==> src/rtl/pframe_pkg.sv <==
package pframe_pkg;
  localparam int unsigned POS_W     = 9;
  localparam int unsigned COL_W     = 8;
  localparam int unsigned CODE_W    = 4;
  localparam int unsigned CODE_BIAS = 4;
  localparam int unsigned CODE_LAST = 13;
  localparam int unsigned NUM_CH    = 3;

  typedef enum logic [1:0] {
    WIN_OFF   = 2'd0,
    WIN_FULL  = 2'd1,
    WIN_RANGE = 2'd2
  } win_mode_e;
endpackage

==> src/rtl/pframe_rst_sync.sv <==
module pframe_rst_sync #(
  parameter int unsigned STAGES = 2
) (
  input  logic clk,
  input  logic arst_n,
  output logic rst_n
);
  logic [STAGES-1:0] sync_q;
  logic [STAGES-1:0] sync_d;

  always_comb begin
    sync_d = {sync_q[STAGES-2:0], 1'b1};
  end

  always_ff @(posedge clk or negedge arst_n) begin
    if (!arst_n) sync_q <= '0;
    else         sync_q <= sync_d;
  end

  assign rst_n = sync_q[STAGES-1];
endmodule

==> src/rtl/pframe_window.sv <==
module pframe_window
  import pframe_pkg::*;
#(
  parameter int unsigned P_W = POS_W
) (
  input  logic           clk,
  input  logic           rst_n,
  input  logic [P_W-1:0] h_pos,
  input  logic [P_W-1:0] v_pos,
  input  logic [P_W-1:0] h_beg,
  input  logic [P_W-1:0] h_end,
  input  logic [P_W-1:0] v_beg,
  input  logic [P_W-1:0] v_end,
  output logic           act_q
);
  localparam logic [P_W-1:0] H_FULL = {P_W{1'b1}};

  win_mode_e mode;
  logic      h_in, v_in, act_d;

  always_comb begin
    if (h_beg == H_FULL)                   mode = WIN_FULL;
    else if (h_beg == '0 || v_beg == '0)   mode = WIN_OFF;
    else                                   mode = WIN_RANGE;
  end

  always_comb begin
    h_in = (h_pos >= h_beg) && (h_pos < h_end);
    v_in = (v_pos >= v_beg) && (v_pos < v_end);
    unique case (mode)
      WIN_FULL:  act_d = 1'b1;
      WIN_RANGE: act_d = h_in && v_in;
      default:   act_d = 1'b0;
    endcase
  end

  always_ff @(posedge clk or negedge rst_n) begin
    if (!rst_n) act_q <= 1'b0;
    else        act_q <= act_d;
  end

  assert_hoff_R7: assert property (@(posedge clk) disable iff (!rst_n)
    (h_beg == '0) |=> !act_q);
  assert_full_R8: assert property (@(posedge clk) disable iff (!rst_n)
    (h_beg == H_FULL) |=> act_q);
  assert_voff_R9: assert property (@(posedge clk) disable iff (!rst_n)
    (v_beg == '0 && h_beg != H_FULL) |=> !act_q);
  assert_hend_excl_R6: assert property (@(posedge clk) disable iff (!rst_n)
    (h_beg != H_FULL && h_pos >= h_end) |=> !act_q);
endmodule

==> src/rtl/pframe_chan_scale.sv <==
module pframe_chan_scale
  import pframe_pkg::*;
#(
  parameter int unsigned C_W  = COL_W,
  parameter int unsigned K_W  = CODE_W,
  parameter int unsigned BIAS = CODE_BIAS,
  parameter int unsigned LAST = CODE_LAST
) (
  input  logic           clk,
  input  logic           rst_n,
  input  logic [C_W-1:0] color,
  input  logic [K_W-1:0] code,
  output logic [C_W-1:0] amp_q,
  output logic           vld_q
);
  localparam int unsigned   G_W    = K_W + 1;
  localparam int unsigned   PROD_W = C_W + G_W;
  localparam logic [K_W-1:0] LAST_C = K_W'(LAST);

  logic              code_ok;
  logic [G_W-1:0]    gain;
  logic [PROD_W-1:0] prod;
  logic [C_W-1:0]    amp_d;

  always_comb begin
    code_ok = (code <= LAST_C);
    gain    = {1'b0, code} + G_W'(BIAS);
    prod    = PROD_W'(color) * PROD_W'(gain);
    if (!code_ok)                      amp_d = '0;
    else if (|prod[PROD_W-1:C_W])      amp_d = {C_W{1'b1}};
    else                               amp_d = prod[C_W-1:0];
  end

  always_ff @(posedge clk or negedge rst_n) begin
    if (!rst_n) begin
      amp_q <= '0;
      vld_q <= 1'b0;
    end else begin
      amp_q <= amp_d;
      vld_q <= code_ok;
    end
  end

  assert_bad_code_R5: assert property (@(posedge clk) disable iff (!rst_n)
    (code > LAST_C) |=> (amp_q == '0 && !vld_q));
  assert_good_code_R5: assert property (@(posedge clk) disable iff (!rst_n)
    (code <= LAST_C) |=> vld_q);
  assert_zero_col_R3: assert property (@(posedge clk) disable iff (!rst_n)
    (color == '0) |=> (amp_q == '0));
  assert_no_overflow_R4: assert property (@(posedge clk) disable iff (!rst_n)
    (code <= LAST_C && color[C_W-1:C_W-2] != 2'b00) |=> (amp_q == {C_W{1'b1}}));
endmodule

==> src/rtl/pframe_overlay.sv <==
module pframe_overlay
  import pframe_pkg::*;
(
  input  logic               clk,
  input  logic               arst_n,
  input  logic [POS_W-1:0]   h_pos,
  input  logic [POS_W-1:0]   v_pos,
  input  logic [POS_W-1:0]   h_beg,
  input  logic [POS_W-1:0]   h_end,
  input  logic [POS_W-1:0]   v_beg,
  input  logic [POS_W-1:0]   v_end,
  input  logic [COL_W-1:0]   col_r,
  input  logic [COL_W-1:0]   col_g,
  input  logic [COL_W-1:0]   col_b,
  input  logic [CODE_W-1:0]  code_r,
  input  logic [CODE_W-1:0]  code_g,
  input  logic [CODE_W-1:0]  code_b,
  output logic               frame_act,
  output logic [COL_W-1:0]   amp_r,
  output logic [COL_W-1:0]   amp_g,
  output logic [COL_W-1:0]   amp_b,
  output logic               vld_r,
  output logic               vld_g,
  output logic               vld_b
);
  logic rst_n;

  logic [NUM_CH-1:0][COL_W-1:0]  col_a;
  logic [NUM_CH-1:0][CODE_W-1:0] code_a;
  logic [NUM_CH-1:0][COL_W-1:0]  amp_a;
  logic [NUM_CH-1:0]             vld_a;

  pframe_rst_sync #(.STAGES(2)) u_rst (
    .clk    (clk),
    .arst_n (arst_n),
    .rst_n  (rst_n)
  );

  pframe_window #(.P_W(POS_W)) u_win (
    .clk   (clk),
    .rst_n (rst_n),
    .h_pos (h_pos),
    .v_pos (v_pos),
    .h_beg (h_beg),
    .h_end (h_end),
    .v_beg (v_beg),
    .v_end (v_end),
    .act_q (frame_act)
  );

  assign col_a  = {col_b, col_g, col_r};
  assign code_a = {code_b, code_g, code_r};

  for (genvar ch = 0; ch < NUM_CH; ch++) begin : g_chan
    pframe_chan_scale #(
      .C_W  (COL_W),
      .K_W  (CODE_W),
      .BIAS (CODE_BIAS),
      .LAST (CODE_LAST)
    ) u_scale (
      .clk   (clk),
      .rst_n (rst_n),
      .color (col_a[ch]),
      .code  (code_a[ch]),
      .amp_q (amp_a[ch]),
      .vld_q (vld_a[ch])
    );
  end

  assign amp_r = amp_a[0];
  assign amp_g = amp_a[1];
  assign amp_b = amp_a[2];
  assign vld_r = vld_a[0];
  assign vld_g = vld_a[1];
  assign vld_b = vld_a[2];
endmodule

==> config.mk <==
export PLATFORM = sky130hd
export DESIGN_NAME = pframe_overlay
export DESIGN_NICKNAME = d
export VERILOG_FILES = /design/src/rtl/pframe_pkg.sv /design/src/rtl/pframe_rst_sync.sv /design/src/rtl/pframe_window.sv /design/src/rtl/pframe_chan_scale.sv /design/src/rtl/pframe_overlay.sv
export SDC_FILE = /design/constraint.sdc
export NUM_CORES = 1
export LEC_CHECK = 0
export ABC_AREA = 1
export CORE_UTILIZATION = 60
export CTS_CLUSTER_SIZE = 14
export DETAILED_ROUTE_END_ITERATION = 10
export PLACE_DENSITY = 0.9
export SLEW_MARGIN = 15
export SYNTH_ARGS = -nofsm -noshare
export SYNTH_HDL_FRONTEND = slang
export SYNTH_HIERARCHICAL = 1
export SYNTH_SLANG_ARGS = --single-unit
==> constraint.sdc <==
create_clock -name clk -period 2.7 [get_ports clk]
set_clock_uncertainty 0.15 [all_clocks]
set_input_delay 0.405 -clock clk [delete_from_list [all_inputs] [get_ports clk]]
set_output_delay 0.405 -clock clk [all_outputs]
set_load 0.02 [all_outputs]
Word-level counts from Yosys, hierarchy flattened
Index checks and enable logic that the tools add are counted.
{ "totals": {"word_cells": 42, "ram_bits": 0, "n_memories": 0, "latchBits": 0, "register_bits": 30, "romBits": 0, "output_inout_bits": 28} }
{ "classes": {"n_addsub": 3, "div": 0, "shift": 0, "mul": 3, "n_bitwise": 0, "n_mux": 9, "n_reduce_logical": 9, "n_eq_ne": 3, "n_lt_le_gt_ge": 7} }
{ "ops": {"columns": ["cell", "n"], "rows": [
  ["$mux W8", 6],
  ["$mul A8 B5 Y13", 3],
  ["$ge A9 B9 Y1", 2],
  ["$logic_not A9 Y1", 2],
  ["$lt A9 B9 Y1", 2],
  ["$add A4 B3 Y5 const B", 3],
  ["$reduce_or A5 Y1", 3],
  ["$le A4 B4 Y1 const B", 3],
  ["$eq A9 B9 Y1 const B", 1],
  ["$mux W2", 2],
  ["$logic_and A1 B1 Y1", 3],
  ["$eq A2 B1 Y1 const B", 1],
  ["$eq A2 B2 Y1 const B", 1],
  ["$pmux W1 S2", 1],
  ["$logic_or A1 B1 Y1", 1]
]} }

Longest topological paths before layout
{ "logic_depth": {"word_depth": 6, "depth_mapped": 22, "ltp_nobuf": 21} }

Hierarchy
Netlist, hierarchy kept.
{ "by_module_without_submodules": {"columns": ["mod", "instances", "area_per_inst_um2", "cells_per_inst"], "rows": [
  ["pframe_chan_scale (g_chan[2].u_scale)", 1, 1853.0, 263],
  ["pframe_chan_scale (g_chan[1].u_scale)", 1, 1828.0, 264],
  ["pframe_chan_scale (g_chan[0].u_scale)", 1, 1790.5, 264],
  ["pframe_window", 1, 1098.6, 187],
  ["pframe_rst_sync", 1, 53.8, 3]
]} }

Least setup slack after synthesis
Ideal clock, no wire load.
{ "synth_timing": {"path_type": "input to register", "startpoint": "in code_b[2]", "endpoint": "reg g_chan[2].u_scale.amp_q[0]", "stages": 19, "path_slack_ps": -1447, "t_required_ps": 2437, "t_arrival_ps": 3884, "setup_ps": 113, "cell_sequence": "ha_1 > clkbuf_1 > nand2_1 > fa_1 > inv_1 > fa_1 > inv_1 > fa_1 > inv_1 > ha_1 > a21oi_2 > nor2_1 > nor2_2 > a21o_1 > nand2_2 > nor2_8 > nand3_1 > nand2_1 > inv_1"} }
{ "synth_via": {"elab_chain_cells": 5, "elab_cells_between_ends": 6} }
{ "synth_rtl": {"columns": ["element", "line_no", "source"], "rows": [
  ["from (decl)", "pframe_overlay.sv:17", "input logic [CODE_W-1:0] code_b,"],
  ["$add A4 B3 Y5", "pframe_chan_scale.sv:27", "gain = {1'b0, code} + G_W'(BIAS);"],
  ["$mul A8 B5 Y13", "pframe_chan_scale.sv:28", "prod = PROD_W'(color) * PROD_W'(gain);"],
  ["$reduce_or A5 Y1", "pframe_chan_scale.sv:30", "else if (|prod[PROD_W-1:C_W]) amp_d = {C_W{1'b1}};"],
  ["$mux W8", "pframe_chan_scale.sv:30", null],
  ["$mux W8 *", "pframe_chan_scale.sv:29", "if (!code_ok) amp_d = '0;"],
  ["named net g_chan[2].u_scale.amp_d[0]", "pframe_chan_scale.sv:23", "logic [C_W-1:0] amp_d;"],
  ["to (signal assigned)", "pframe_chan_scale.sv:39", "amp_q <= amp_d;"],
  ["to (decl)", "pframe_chan_scale.sv:13", "output logic [C_W-1:0] amp_q,"]
]} }
The timed path passes the listed nets; every way through them passes the cells marked *.

Final worst setup path
{ "layout_timing": {"startpoint": "in col_g[4]", "endpoint": "reg g_chan[1].u_scale.amp_q[4]"} }
{ "layout_via": {"elab_chain_cells": 4} }
{ "layout_rtl": {"columns": ["element", "line_no", "source"], "rows": [
  ["from (decl)", "pframe_overlay.sv:13", "input logic [COL_W-1:0] col_g,"],
  ["$mul A8 B5 Y13 *", "pframe_chan_scale.sv:28", null],
  ["$reduce_or A5 Y1", "pframe_chan_scale.sv:30", null],
  ["$mux W8 *", "pframe_chan_scale.sv:30", null],
  ["$mux W8 *", "pframe_chan_scale.sv:29", null],
  ["named net g_chan[1].u_scale.amp_d[4]", "pframe_chan_scale.sv:23", null],
  ["to (signal assigned)", "pframe_chan_scale.sv:39", null],
  ["to (decl)", "pframe_chan_scale.sv:13", null]
]} }
Marks and branches as above.

==> flow_metrics.env <==
export IMPL_num_antenna_cells=0
export IMPL_drtIter0Drc=559
export IMPL_die_h_um=107
export IMPL_synthXorXnorAreaFrac=0.0159
export IMPL_start_kind="input pin"
export IMPL_hold_buffers=0
export IMPL_synthTopCellsByCount="294 x nand2_1, 271 x inv_1, 100 x ha_1"
export IMPL_final_util=0.908
export IMPL_grt_usage=0.330
export IMPL_path_class="input pin to flip-flop"
export IMPL_clkLatencyLatePin_ps=280
export IMPL_cap_violations=0
export IMPL_rsz0062_at_grt="true"
export IMPL_yosysTopAreaCell="ha_1"
export IMPL_dr_pass1_iters=5
export IMPL_r2r_start="u_rst/sync_q[1]$_DFF_PN0_"
export IMPL_syn_nets=1227
export IMPL_seq_area_frac_synth=0.113
export IMPL_synth_adder_area_share=0.352
export IMPL_worstSetupStartpoint="col_g[4]"
export IMPL_timing_final_max_slew_violations=0
export IMPL_path_clk_slew_ps=70
export IMPL_cp_max_fo=8
export IMPL_hold_class="flip-flop to async pin"
export IMPL_floorplan_initialDensity=0.630
export IMPL_reg2reg_setup_slack_ps=1870
export IMPL_synth_warnings=6
export IMPL_hpwlAfterDp_um=14400
export IMPL_syn_cell_area_um2=6620
export IMPL_crit_path_end_kind="flip-flop"
export IMPL_rows=37
export IMPL_antenna_found_initial=0
export IMPL_fmax_mhz=244
export IMPL_dieArea_um2=11500
export IMPL_cp_endpoint="g_chan[1].u_scale/amp_q[4]$_DFF_PN0_"
export IMPL_finalNetCount=1446
export IMPL_cts_sinks=30
export IMPL_worst_ep_required_time_ps=2730
export IMPL_numCtsBuffers=5
export IMPL_ys_flop_type="dfrtp_1"
export IMPL_hold_viol_final=0
export IMPL_io_buffers=119
export IMPL_synth_most_common_cell="nand2_1"
export IMPL_rr_worst_depth=0
export IMPL_ant_nets=0
export IMPL_finalCritPeriodShare=1.52
export IMPL_drive_above_1_share=0.270
export IMPL_yosysUniqueCellTypes=35
export IMPL_grt_start_max_net_pins=29
export IMPL_worst_slew_pin_slew_ps=611
export IMPL_core_area_um2=10500
export IMPL_setup_violations_final=24
export IMPL_overflow=0
export IMPL_power_w=0.00524
export IMPL_max_vdd_ir_drop_mv=0.504
export IMPL_yosysTopAreaCellShare=0.189
export IMPL_synth_edff_count=0
export IMPL_synth_top_cells_by_area="ha_1 19%, nand2_1 17%, fa_1 16%, inv_1 15%, dfrtp_1 11%"
export IMPL_synthArstFlopShare=1.00
export IMPL_cp_arrival_ps=4120
export IMPL_syn_inst=981
export IMPL_vias=7206
export IMPL_cts_htree_levels=2
export IMPL_grt_pass1_wl_um=30500
export IMPL_min_period_ps=4090
export IMPL_drc_errors=0
export IMPL_ys_ff_latch=30
export IMPL_muxShareOfSynthArea=0
export IMPL_gp_congestion=0.927
export IMPL_status="finished with violations"
export IMPL_avgSynthCellArea_um2=6.75
export IMPL_cts_path_max_buffers=2
export IMPL_routedWlPerCell_um=15.9
export IMPL_power_density_nw_per_um2=549
export IMPL_die_w_um=107
export IMPL_max_slew_margin_rel=0.592
export IMPL_leakage_nw=5.49
export IMPL_synth_compound_gate_area_share=0.0285
export IMPL_reg2reg_to="g_chan[2].u_scale/amp_q[3]$_DFF_PN0_"
export IMPL_num_fill_cells=474
export IMPL_wirelength_um=21300
export IMPL_grt_pass1_vias=7019
export IMPL_cts_tree="built"
export IMPL_synth_simple_area_share=0.320
export IMPL_syn2layout_area_growth_pct=44.1
export IMPL_io_pins=120
export IMPL_synth_top_family_by_area="adder cells"
export IMPL_violations="setup timing"
export IMPL_fin_ws_ps=-1390
export IMPL_viasPerCell=5.39
export IMPL_root_buffer="clkbuf_8"
==> kinds of logic (layout without fill, tap and decap cells) <==
family	Yosys count	after routing
AND/OR/NAND/NOR	468	468
buffers and inverters	286	506
adder cells (fa/ha/maj)	154	154
AO/OA/AOI/OAI	30	30
flip-flops	30	30
XOR/XNOR	12	12
other	1	1
==> stage by stage <==
step / instances / setup slack [ps] / hold WS (ps) / instance area (µm²) / setup TNS (ps)
floorplan: 981 / -1100 / -40.6 / 7120 / -25570
global placement: 1310 / -1730 / 186 / 9000 / -40080
detailed placement: 1310 / -1830 / 204 / 9000 / -42110
CTS: 1329 / -1220 / 141 / 9290 / -26530
global route: 1337 / -1480 / 146 / 9550 / -33030
finish: 1337 / -1390 / 130 / 9550 / -29990
==> area by class of cell <==
type                    count  area (µm²)  share of cell area
inverters                 274        1030               0.108
clock inverters             2        12.5             0.00131
repair buffers            224        2020               0.211
well taps                 136         170              0.0178
flip-flops and latches     30         752              0.0788
clock buffers               6        82.6             0.00865
multi-input cells         665        5480               0.574
==> worst max-delay path: stages <==
cell	delay, ps
dlygate4sd2_1	300
inv_1	90
nor2_1	180
fa_2	490
fa_1	530
inv_2	50
fa_1	380
inv_1	120
ha_4	250
a21oi_4	180
nor2_1	90
nor2_1	220
nand2_1	140
nand2_1	120
nand2_2	100
nor2_8	220
nand3_2	120
nand2_2	100
inv_2	40
==> how the worst min path moves through the flow <==
stage	startpoint	end	slack, ps	cells after the start
after floorplan	arst_n	u_rst/sync_q[0]$_DFF_PN0_	-40	0
after global placement	u_rst/sync_q[0]$_DFF_PN0_	u_rst/sync_q[1]$_DFF_PN0_	190	0
after detailed placement	u_rst/sync_q[0]$_DFF_PN0_	u_rst/sync_q[1]$_DFF_PN0_	200	0
after CTS	arst_n	u_rst/sync_q[0]$_DFF_PN0_	140	1
after global routing	arst_n	u_rst/sync_q[0]$_DFF_PN0_	150	1
final	u_rst/sync_q[1]$_DFF_PN0_	g_chan[1].u_scale/amp_q[2]$_DFF_PN0_	130	0
==> layout by cell type, fill, tap and decap left out, types with 3 or more instances in the layout <==
| master | instances |
|---|---|
| nor2_8 | 5 |
| ha_1 | 81 |
| a21oi_2 | 4 |
| or2_1 | 3 |
| nand3_1 | 24 |
| nand2_1 | 243 |
| nor2_2 | 10 |
| dfrtp_1 | 29 |
| nor2_4 | 8 |
| clkdlybuf4s15_1 | 3 |
| buf_6 | 6 |
| buf_8 | 3 |
| dlygate4sd2_1 | 14 |
| o21ai_0 | 3 |
| nor2_1 | 47 |
| nand2_4 | 18 |
| clkbuf_8 | 6 |
| inv_1 | 243 |
| a21oi_4 | 5 |
| buf_4 | 100 |
| inv_2 | 29 |
| fa_1 | 47 |
| xor2_1 | 6 |
| xnor2_1 | 6 |
| nand4_1 | 11 |
| clkdlybuf4s50_1 | 96 |
| nand3_2 | 34 |
| a21oi_1 | 12 |
| fa_2 | 7 |
| ha_4 | 19 |
| nand2_2 | 58 |
==> state kept, by name, indices dropped and copies added (netlist names) <==
| signal | flops |
|---|---|
| g_chan.u_scale/vld_q | 3 |
| g_chan.u_scale/amp_q | 24 |
| u_rst/sync_q | 2 |
| u_win/act_q | 1 |
==> where the power goes <==
part | total [W] | internal [W] | switching, W
Sequential | 0.000606 | 0.000559 | 0.0000472
Combinational | 0.00426 | 0.00186 | 0.00239
Clock | 0.000377 | 0.000205 | 0.000173
Total | 0.00524 | 0.00263 | 0.00261
==> routing by layer <==
| metal | share of wire | vias to the layer above | track usage |
|---|---|---|---|
| li1 | - | 3337 | - |
| met1 | 0.37 | 3414 | 0.388 |
| met2 | 0.52 | 365 | 0.621 |
| met3 | 0.066 | 90 | 0.0462 |
| met4 | 0.041 | 0 | 0.0920 |
| met5 | 0 | - | 0 |
==> what timing repair did <==
item	4_1_cts	5_1_grt
buffers inserted	11	8
endpoints found under the setup margin	24	24
pin swaps	75	77
gates resized for setup	80	68
No activity file was read; power rests on OpenSTA's default activity.
